$ cat config.mk
export PLATFORM = sky130hd
export DESIGN_NAME = trap_entry_ctrl
export DESIGN_NICKNAME = d
export VERILOG_FILES = /design/src/rtl/trap_pkg.sv /design/src/rtl/trap_arbiter.sv /design/src/rtl/trap_psr_unit.sv /design/src/rtl/trap_seq.sv /design/src/rtl/trap_entry_ctrl.sv
export SDC_FILE = /design/constraint.sdc
export NUM_CORES = 1
export LEC_CHECK = 0
export BUFFER_PORTS_ARGS = -buffer_cell sky130_fd_sc_hd__buf_2
export CAP_MARGIN = 20
export CORE_MARGIN = 3
export CORE_UTILIZATION = 40
export CTS_CLUSTER_DIAMETER = 40
export DETAILED_ROUTE_END_ITERATION = 8
export MAX_ROUTING_LAYER = met4
export PLACE_DENSITY = 0.92
export SLEW_MARGIN = 20
export SYNTH_ARGS = -nofsm -noshare
export SYNTH_HDL_FRONTEND = slang
export SYNTH_SLANG_ARGS = --single-unit
export TNS_END_PERCENT = 20
$ cat constraint.sdc
create_clock -name clk -period 2.3 [get_ports clk]
set_clock_uncertainty 0.1 [all_clocks]
set_input_delay 0.23 -clock clk [delete_from_list [all_inputs] [get_ports clk]]
set_output_delay 0.23 -clock clk [all_outputs]
set_load 0.02 [all_outputs]
$ cat src/rtl/trap_pkg.sv
package trap_pkg;
   localparam int unsigned FLAG_T  = 0;
   localparam int unsigned FLAG_P  = 1;
   localparam int unsigned FLAG_S  = 2;
   localparam int unsigned FLAG_U  = 3;
   localparam int unsigned FLAG_I  = 4;
   localparam int unsigned NUM_EVT = 5;

   typedef enum logic [2:0] {
      EV_NMI  = 3'd0,
      EV_SVC  = 3'd1,
      EV_TRC  = 3'd2,
      EV_IRQ  = 3'd3,
      EV_RETT = 3'd4
   } evt_e;

   typedef enum logic [2:0] {
      ST_IDLE,
      ST_PUSH_PSR,
      ST_PUSH_PC,
      ST_VECTOR,
      ST_POP_PC,
      ST_POP_PSR
   } seq_e;

   function automatic logic [1:0] vec_of(evt_e e);
      case (e)
         EV_NMI:  return 2'd0;
         EV_IRQ:  return 2'd1;
         EV_SVC:  return 2'd2;
         default: return 2'd3;
      endcase
   endfunction
endpackage

$ cat src/rtl/trap_arbiter.sv
module trap_arbiter
   import trap_pkg::*;
#(
   parameter int unsigned NUM = NUM_EVT
) (
   input  logic [NUM-1:0] req_i,
   input  logic           idle_i,
   input  logic           irq_en_i,
   output logic [NUM-1:0] grant_o,
   output logic           any_o,
   output evt_e           evt_o
);
   logic [NUM-1:0] eligible;

   always_comb begin
      eligible = req_i;
      eligible[EV_IRQ] = req_i[EV_IRQ] & irq_en_i;
   end

   always_comb begin
      grant_o = '0;
      any_o   = 1'b0;
      evt_o   = EV_NMI;
      for (int k = 0; k < NUM; k++) begin
         if (!any_o && idle_i && eligible[k]) begin
            grant_o[k] = 1'b1;
            any_o      = 1'b1;
            evt_o      = evt_e'(3'(k));
         end
      end
   end
endmodule

$ cat src/rtl/trap_psr_unit.sv
module trap_psr_unit
   import trap_pkg::*;
#(
   parameter int unsigned SW = 16,
   parameter int unsigned AW = 32
) (
   input  logic          clk,
   input  logic          rst,
   input  logic          take_int_i,
   input  logic          take_trap_i,
   input  logic          restore_i,
   input  logic [SW-1:0] restore_word_i,
   output logic [SW-1:0] psr_o,
   output logic [AW-1:0] saved_word_o
);
   localparam logic [SW-1:0] M_T = SW'(1) << FLAG_T;
   localparam logic [SW-1:0] M_P = SW'(1) << FLAG_P;
   localparam logic [SW-1:0] M_S = SW'(1) << FLAG_S;
   localparam logic [SW-1:0] M_U = SW'(1) << FLAG_U;
   localparam logic [SW-1:0] M_I = SW'(1) << FLAG_I;
   localparam logic [SW-1:0] TRAP_CLR = M_T | M_P | M_S | M_U;
   localparam logic [SW-1:0] INT_CLR  = TRAP_CLR | M_I;
   localparam logic [SW-1:0] RST_MASK = M_T | M_S | M_U | M_I;

   logic [SW-1:0] psr_q, saved_q;

   always_ff @(posedge clk) begin
      if (rst) begin
         psr_q   <= '0;
         saved_q <= '0;
      end else if (take_int_i) begin
         saved_q <= psr_q;
         psr_q   <= psr_q & ~INT_CLR;
      end else if (take_trap_i) begin
         saved_q <= psr_q;
         psr_q   <= psr_q & ~TRAP_CLR;
      end else if (restore_i) begin
         psr_q   <= (psr_q & ~RST_MASK) | (restore_word_i & RST_MASK);
      end
   end

   assign psr_o = psr_q;

   generate
      if (AW > SW) begin : g_pad
         assign saved_word_o = {{(AW-SW){1'b0}}, saved_q};
      end else begin : g_same
         assign saved_word_o = saved_q;
      end
   endgenerate

   assert_int_clear_R7: assert property (@(posedge clk) disable iff (rst)
      take_int_i |=> (psr_o & INT_CLR) == '0);
   assert_trap_keeps_i_R8: assert property (@(posedge clk) disable iff (rst)
      take_trap_i |=> (psr_o[FLAG_I] == $past(psr_o[FLAG_I])) && ((psr_o & TRAP_CLR) == '0));
   assert_restore_keeps_p_R10: assert property (@(posedge clk) disable iff (rst)
      restore_i |=> (psr_o[FLAG_P] == $past(psr_o[FLAG_P]))
                    && (psr_o[FLAG_I] == $past(restore_word_i[FLAG_I])));
   assert_high_bits_stable_R10: assert property (@(posedge clk) disable iff (rst)
      $stable(psr_o[SW-1:FLAG_I+1]));
endmodule

$ cat src/rtl/trap_seq.sv
module trap_seq
   import trap_pkg::*;
#(
   parameter int unsigned AW = 32
) (
   input  logic          clk,
   input  logic          rst,
   input  logic          any_i,
   input  evt_e          evt_i,
   input  logic [AW-1:0] cur_pc_i,
   input  logic [AW-1:0] nxt_pc_i,
   input  logic [AW-1:0] saved_word_i,
   input  logic [AW-1:0] pop_data_i,
   output logic          idle_o,
   output logic          busy_o,
   output logic          push_en_o,
   output logic [AW-1:0] push_data_o,
   output logic          pop_en_o,
   output logic          vec_valid_o,
   output logic [1:0]    vec_idx_o,
   output logic          pc_load_o,
   output logic [AW-1:0] pc_value_o,
   output logic          take_int_o,
   output logic          take_trap_o,
   output logic          restore_o
);
   seq_e          state_q;
   logic [AW-1:0] addr_q;
   logic [1:0]    vec_q;

   always_ff @(posedge clk) begin
      if (rst) begin
         state_q <= ST_IDLE;
         addr_q  <= '0;
         vec_q   <= '0;
      end else begin
         case (state_q)
            ST_IDLE: if (any_i) begin
               vec_q   <= vec_of(evt_i);
               addr_q  <= (evt_i == EV_SVC) ? cur_pc_i : nxt_pc_i;
               state_q <= (evt_i == EV_RETT) ? ST_POP_PC : ST_PUSH_PSR;
            end
            ST_PUSH_PSR: state_q <= ST_PUSH_PC;
            ST_PUSH_PC:  state_q <= ST_VECTOR;
            ST_VECTOR:   state_q <= ST_IDLE;
            ST_POP_PC: begin
               addr_q  <= pop_data_i;
               state_q <= ST_POP_PSR;
            end
            default:     state_q <= ST_IDLE;
         endcase
      end
   end

   assign idle_o      = (state_q == ST_IDLE);
   assign busy_o      = !idle_o;
   assign push_en_o   = (state_q == ST_PUSH_PSR) || (state_q == ST_PUSH_PC);
   assign push_data_o = (state_q == ST_PUSH_PSR) ? saved_word_i : addr_q;
   assign pop_en_o    = (state_q == ST_POP_PC) || (state_q == ST_POP_PSR);
   assign vec_valid_o = (state_q == ST_VECTOR);
   assign vec_idx_o   = vec_q;
   assign pc_load_o   = (state_q == ST_POP_PSR);
   assign pc_value_o  = addr_q;
   assign restore_o   = (state_q == ST_POP_PSR);
   assign take_int_o  = any_i && ((evt_i == EV_NMI) || (evt_i == EV_IRQ));
   assign take_trap_o = any_i && ((evt_i == EV_SVC) || (evt_i == EV_TRC));

   assert_vec_after_pushes_R5: assert property (@(posedge clk) disable iff (rst)
      vec_valid_o |-> $past(push_en_o) && $past(busy_o));
   assert_vec_ends_seq_R5: assert property (@(posedge clk) disable iff (rst)
      vec_valid_o |=> !busy_o);
   assert_pc_after_pop_R9: assert property (@(posedge clk) disable iff (rst)
      pc_load_o |-> pop_en_o && $past(pop_en_o));
   assert_no_push_pop_R9: assert property (@(posedge clk) disable iff (rst)
      !(push_en_o && pop_en_o));
endmodule

$ cat src/rtl/trap_entry_ctrl.sv
module trap_entry_ctrl
   import trap_pkg::*;
#(
   parameter int unsigned AW = 32,
   parameter int unsigned SW = 16
) (
   input  logic               clk,
   input  logic               rst,
   input  logic               req_nmi_i,
   input  logic               req_svc_i,
   input  logic               req_trc_i,
   input  logic               req_irq_i,
   input  logic               req_rett_i,
   input  logic [AW-1:0]      cur_pc_i,
   input  logic [AW-1:0]      nxt_pc_i,
   input  logic [AW-1:0]      pop_data_i,
   output logic [NUM_EVT-1:0] accept_o,
   output logic               busy_o,
   output logic               push_en_o,
   output logic [AW-1:0]      push_data_o,
   output logic               pop_en_o,
   output logic               vec_valid_o,
   output logic [1:0]         vec_idx_o,
   output logic               pc_load_o,
   output logic [AW-1:0]      pc_value_o,
   output logic [SW-1:0]      psr_o
);
   generate
      if (SW <= FLAG_I) begin : g_bad_sw
         $error("status width must hold all five flags");
      end
      if (SW > AW) begin : g_bad_aw
         $error("status width must not exceed stack word width");
      end
   endgenerate

   logic [NUM_EVT-1:0] req_vec;
   logic               any, idle, take_int, take_trap, restore;
   evt_e               evt;
   logic [AW-1:0]      saved_word;

   always_comb begin
      req_vec          = '0;
      req_vec[EV_NMI]  = req_nmi_i;
      req_vec[EV_SVC]  = req_svc_i;
      req_vec[EV_TRC]  = req_trc_i;
      req_vec[EV_IRQ]  = req_irq_i;
      req_vec[EV_RETT] = req_rett_i;
   end

   trap_arbiter #(.NUM(NUM_EVT)) u_arb (
      .req_i(req_vec), .idle_i(idle), .irq_en_i(psr_o[FLAG_I]),
      .grant_o(accept_o), .any_o(any), .evt_o(evt)
   );

   trap_psr_unit #(.SW(SW), .AW(AW)) u_psr (
      .clk(clk), .rst(rst), .take_int_i(take_int), .take_trap_i(take_trap),
      .restore_i(restore), .restore_word_i(pop_data_i[SW-1:0]),
      .psr_o(psr_o), .saved_word_o(saved_word)
   );

   trap_seq #(.AW(AW)) u_seq (
      .clk(clk), .rst(rst), .any_i(any), .evt_i(evt),
      .cur_pc_i(cur_pc_i), .nxt_pc_i(nxt_pc_i), .saved_word_i(saved_word),
      .pop_data_i(pop_data_i), .idle_o(idle), .busy_o(busy_o),
      .push_en_o(push_en_o), .push_data_o(push_data_o), .pop_en_o(pop_en_o),
      .vec_valid_o(vec_valid_o), .vec_idx_o(vec_idx_o), .pc_load_o(pc_load_o),
      .pc_value_o(pc_value_o), .take_int_o(take_int), .take_trap_o(take_trap),
      .restore_o(restore)
   );

   assert_busy_blocks_R11: assert property (@(posedge clk) disable iff (rst)
      busy_o |-> accept_o == '0);
   assert_irq_masked_R3: assert property (@(posedge clk) disable iff (rst)
      accept_o[EV_IRQ] |-> psr_o[FLAG_I]);
   assert_nmi_first_R2: assert property (@(posedge clk) disable iff (rst)
      (accept_o[EV_SVC] || accept_o[EV_TRC] || accept_o[EV_IRQ]) |-> !req_nmi_i);
   assert_one_accept_R2: assert property (@(posedge clk) disable iff (rst)
      $onehot0(accept_o));
endmodule

* Word-level counts from Yosys, hierarchy flattened *
Index checks and enable logic that the tools add are counted.

word-level totals
  memory bits (read-only) = 0
  bits in writable memories = 0
  bits of input ports = 103
  memories kept = 0
  register bits after elaboration = 69
  bits in latches = 0
  output and inout bits = 92

operators by class
  reductions and logical operators = 30
  order comparisons = 0
  equality and inequality tests = 10
  shift-type cells = 0
  add/subtract/negate cells = 0
  multipliers = 0
  multiplexer cells = 23
  div/mod/pow operators = 0
  bitwise operators = 4

operators with widths
  operator                                                                 number
  32-bit 2-to-1 mux                                                        3
  32-bit case mux with 2 select lines                                      1
  16-bit 2-to-1 mux                                                        2
  16-bit by 5-bit bitwise OR with 16-bit output                            1
  3-bit by 2-bit equality test with 1-bit output, second input constant    4
  3-bit case mux with 4 select lines                                       1
  1-bit logical AND                                                        11
  1-bit 2-to-1 mux                                                         10
  3-bit equality test, second input constant                               3
  3-bit 2-to-1 mux                                                         3
  3-bit by 1-bit equality test with 1-bit output, second input constant    2
  3-bit logical NOT                                                        2
  2-bit case mux with 3 select lines                                       1
  2-bit AND reduction                                                      3
  1-bit logical NOT                                                        5
  1-bit logical OR                                                         4
  2-bit 2-to-1 mux                                                         2
  2-bit nonzero test                                                       2
  3-bit AND reduction                                                      1
  3-bit OR reduction                                                       1
  2-bit by 1-bit inequality test with 1-bit output, second input constant  1
  1-bit NOT                                                                2
  2-bit OR reduction                                                       1
  1-bit AND                                                                1

* Logic depth before layout (Yosys ltp) *
  word-level depth = 24
  mapped depth = 7
  depth with buffers taken out = 5

* Hierarchy *
From an unflattened synthesis, not the netlist that was laid out.

second synthesis, totals
  cell total of the unflattened synthesis = 370
  area total of the unflattened synthesis = 3191.8 um^2

modules (own cells, without submodules)
  module         sequential area each (um^2)  cells each  instances  area an instance (um^2)
  trap_seq       740.7                        283         1          2486.1
  trap_psr_unit  160.2                        72          1          598.1
  trap_arbiter   0.0                          15          1          107.6

* Worst setup path before layout *
Ideal clock, no wire load.

  kind = reg-to-output
  start point = register u_seq.state_q[0]
  end point = output port accept_o[3]
  stages on the path, launching flop included = 6
  path buffers = 2
  slack = 0.456 ns
  arrival = 1.514 ns
  cells stage by stage = dfxtp_1 -> buf_2 -> nor3_2 -> inv_1 -> clkbuf_1 -> nor3_1

on the way
  cells in the longest elaborated chain, start to end = 15

RTL lines
  element                            line                   text
  start: declaration                 trap_seq.sv:27         seq_e state_q;
  start signal: assignment           trap_seq.sv:41         state_q <= (evt_i == EV_RETT) ? ST_POP_PC : ST_PUSH_PSR;
  3-bit logical NOT *                trap_seq.sv:55         assign idle_o = (state_q == ST_IDLE);
  1-bit logical AND                  trap_arbiter.sv:25     if (!any_o && idle_i && eligible[k]) begin
  1-bit 2-to-1 mux                   trap_arbiter.sv:25
  1-bit logical NOT                  trap_arbiter.sv:25
  1-bit logical AND (2 in series)    trap_arbiter.sv:25
  1-bit 2-to-1 mux                   trap_arbiter.sv:25
  1-bit logical NOT                  trap_arbiter.sv:25
  1-bit logical AND (2 in series)    trap_arbiter.sv:25
  1-bit 2-to-1 mux                   trap_arbiter.sv:25
  1-bit logical NOT                  trap_arbiter.sv:25
  1-bit logical AND * (2 in series)  trap_arbiter.sv:25
  1-bit 2-to-1 mux *                 trap_arbiter.sv:25
  end: declaration                   trap_entry_ctrl.sv:17  output logic [NUM_EVT-1:0] accept_o,

Every way passes the cells marked *; elsewhere a longest branch is shown, timed or not.

* Worst setup path after layout *
  start point = register u_seq.state_q[2]
  end point = output port accept_o[4]

on the way
  cells in the longest elaborated chain, start to end = 19

RTL lines
  element                            line
  3-bit logical NOT *                trap_seq.sv:55
  1-bit logical AND                  trap_arbiter.sv:25
  1-bit 2-to-1 mux                   trap_arbiter.sv:25
  1-bit logical NOT                  trap_arbiter.sv:25
  1-bit logical AND (2 in series)    trap_arbiter.sv:25
  1-bit 2-to-1 mux                   trap_arbiter.sv:25
  1-bit logical NOT                  trap_arbiter.sv:25
  1-bit logical AND (2 in series)    trap_arbiter.sv:25
  1-bit 2-to-1 mux                   trap_arbiter.sv:25
  1-bit logical NOT                  trap_arbiter.sv:25
  1-bit logical AND (2 in series)    trap_arbiter.sv:25
  1-bit 2-to-1 mux                   trap_arbiter.sv:25
  1-bit logical NOT                  trap_arbiter.sv:25
  1-bit logical AND * (2 in series)  trap_arbiter.sv:25
  1-bit 2-to-1 mux *                 trap_arbiter.sv:25

Marked as above.

==> impl_results.md <==
- Clock Latency Late Sink: 0.29 ns
- Pre-CTS setup slack: 0.286 ns
- GR Util All Layers: 21.3%
- Minimum clock period: about 2.1 ns
- WP data required: 1.97 ns
- CTS Buffer Depth: 2
- Largest net degree at the start of global routing: 31
- Total negative setup slack: 0 ns
- Period Utilization, post-route: between 90% and 100%
- Antenna Violating Nets Remaining: 0
- Slew @ Worst Pin: 0.894 ns
- CP arrival: 1.79 ns
- # setup viols final: 0
- Fin util: between 50% and 60%
- CP max FO: 22
- Critical Path Sink Type: output pin
- Cell count of the worst hold path: 2
- Synth top cells by count: 45 x dfxtp_1, 30 x nor2b_1, 18 x a21oi_1
- Cell area after synthesis: 2530 um^2
- Post-CTS setup buffer count: 0
- Post-Syn Instances: a little under 300
- Synth top area share: 35.6%
- Detailed router's first-iteration violation count: 85
- Status: complete, no violations
- First-pass GRT wire length: 12400 um
- Post-synth top flop: dfxtp_1
- Post-route cell area: 3540 um^2
- Reg2Reg Setup Slack: 0.25 ns
- Simple-Gate Fraction of Synth Area: a little under a fifth
- Most area-hungry cell type in the Yosys netlist: dfxtp_1
- Power share of the sequential group: 39.8%
- Ports: about 200
- DR vias: 2841
- Die area: around 7300 um^2
- Compound-gate portion of the synthesized area: 31.0%
- Inserted Clock Buffers: 5
- RSZ-0062 raised after global routing: false
- Largest family of logic cells by synthesized area: compound AO/OA/AOI/OAI gates
- Vias in the first global route: 2577
- Pwr dens: 661 nW/um^2
- Routability Congestion: between 0.9 and 1
- Port Buffers: 182
- Vias per cell: 5.26
- CTS tree: built
- Register area: 901 um^2
- Inserted Diodes: 0
- Top area cells in the synthesized netlist: dfxtp_1 36%, nor2b_1 7.4%, a221o_1 5.5%, o2bb2ai_1 5.5%, buf_4 5.0%
- Kind of critical path: reg -> out
- Worst vdd ir: 280 uV
- HP Class: in -> reg
- Clock power frac: between 20% and 30%
- Final WL: 8040 um
- Worst path cell trace: nor3_2 > inv_1 > nor3_1 > buf_2
- Cell Area, Placed: 3430 um^2
- Core region area: ~6000 um^2
- Clk sinks: between 40 and 50
- Initial core utilization: 42.0%
- Synth async-reset ratio: 0%
- Layout cells sized above 1: a little under half
- Root buf cell: clkbuf_8
- TritonRoute pass-1 iters: 5
- Fraction of the yosys area taken by sequential cells: 35.6%
- Post-synth EDFFs: 0
- Post-CTS sizing: 0
- Sw Ratio: a little over a third
- Fmax achieved: 0.471 GHz
- Synth warn: 0
- Synthesized-area fraction occupied by adder cells: 0%
- Hold Vio Cnt, Final: 0
- Max Cap Viol: 0
- Power share of the combinational group: a little over a third
- Clk slew on worst S/H paths: ~0.08 ns
- Die Wd: 85.6 um
- Mux cell area share after synthesis: under 10%
- Wire length per cell: 14.9 um
- FP Rows: 28
- Nets: 568
- Syn Area/Cell: ~8.6 um^2
- WP buf/inv: 2
- Area of the multi-input gates: 1450 um^2
- Internal power: 1500 uW
- Pleak: between 0.0015 and 0.002 uW
- Slowest-stage cell, CP: dfxtp_1
- Final WS setup: 0.177 ns
- NetSw: 832 uW
- Reg2reg start: u_seq.state_q[1]
- Max_slew headroom: 40.1%
- Fin. max-slew vios: 0
- Worst r2r path cells: 5
- HP Start: pop_data_i[9]
- Initial antenna violation count: 0
- Die Ht: 85.6 um
- Most common cell in the netlist: dfxtp_1
- Crit path max-delay family: simple AND/OR/NAND/NOR gates
- Synth-to-Final Area Change: 39.6%
- WHS: 0.0614 ns
- Remaining global-route overflow: 0
- Hold Crit Endpoint: u_seq.pc_value_o[9]
- CP max stage delay: 0.41 ns
- Hold_buf cts: 0
- H-tree Lvls: 2
- Fill count: between 500 and 600
- Drc violations: 0
- HPWL after DPL: 6370 um
- CP Launch Type: register
- RR Endpoint: u_seq.pc_value_o[26]
- Distinct cells, synth: 43
- Yosys reg bits: between 40 and 50
- XOR/XNOR Fraction of Synth Area: 0.346%
cell type report:
class | count | area share [%]
multi-input cells | 219 | 41.0
repair buffers | 190 | 27.5
flip-flops and latches | 45 | 25.5
well taps | 75 | 2.65
clock buffers | 5 | 1.95
clock inverters | 2 | 0.991
inverters | 4 | 0.425
power groups by stage:
stage	Combinational, uW	Clock, uW	Sequential (uW)
after global routing	908	613	941
after detailed placement	842	0	946
after CTS	844	585	928
final	841	565	929
after floorplan	470	0	1020
after global placement	825	0	943
registers in the layout, indices dropped and copies added, names as in the netlist:
signal            flops
u_psr.psr_o           4
u_seq.vec_idx_o       2
u_seq.state_q         3
u_seq.pc_value_o     32
u_psr.saved_q         4
kinds of logic after synthesis:
| family | after synthesis |
|---|---|
| muxes | 12 |
| and+or+nand+nor | 88 |
| other | 1 |
| DFF | 45 |
| AOI/OAI and AO/OA | 106 |
| buffers and inverters | 41 |
| xor gates and xnor gates | 1 |
routing by layer:
layer  global-route usage (%)  wire length, um
met3                     3.75              681
met2                     36.2             3920
met5                        -                0
met4                     9.06              162
met1                     24.7             3270
cell usage in the layout, fill, tap and decap left out, drive strengths merged:
cell type and n:
o31a 1, a31oi 1, o211ai 1, mux2i 8, a2111oi 4, nor2 18
mux2 4, a21oi 18, clkbuf 5, dfxtp 45, nand3 15, buf 190
o21a 1, o22ai 16, or3 1, a211o 1, nor3b 2, a2111o 1
xnor2 1, a221o 14, nand2 8, o21ai 14, nand2b 1, o31ai 1
nor2b 31, conb 12, and2 1, bufinv 1, nor3 10, o2bb2ai 16
o21bai 17, and3 1, inv 4, clkinv 1
worst max-delay path by stage:
stage	startpoint	endpoint	slack, ns	depth (start not counted)
floorplan	u_seq.state_q[0]	accept_o[3]	0.46	5
global placement	u_seq.state_q[1]	u_seq.pc_value_o[19]	0.37	5
detailed placement	u_seq.state_q[1]	u_seq.pc_value_o[19]	0.29	5
CTS	u_seq.state_q[2]	accept_o[4]	0.17	4
global route	u_seq.state_q[2]	accept_o[4]	0.04	4
finish	u_seq.state_q[2]	accept_o[4]	0.18	4
through the flow:
stage	total power [uW]	std cells
finish	2340	540
global route	2460	540
CTS	2360	540
detailed placement	1790	533
global placement	1770	533
floorplan	1490	305
worst reg2reg max path, delay by kind of cell (launching register included):
kind                   cells  cell delay [ns]
flip-flops                 1             0.58
AND/OR/NAND/NOR            1             0.11
buffers and inverters      1             0.46
AO/OA/AOI/OAI              3             0.70
Note: power is estimated with default switching activity, not from simulation.
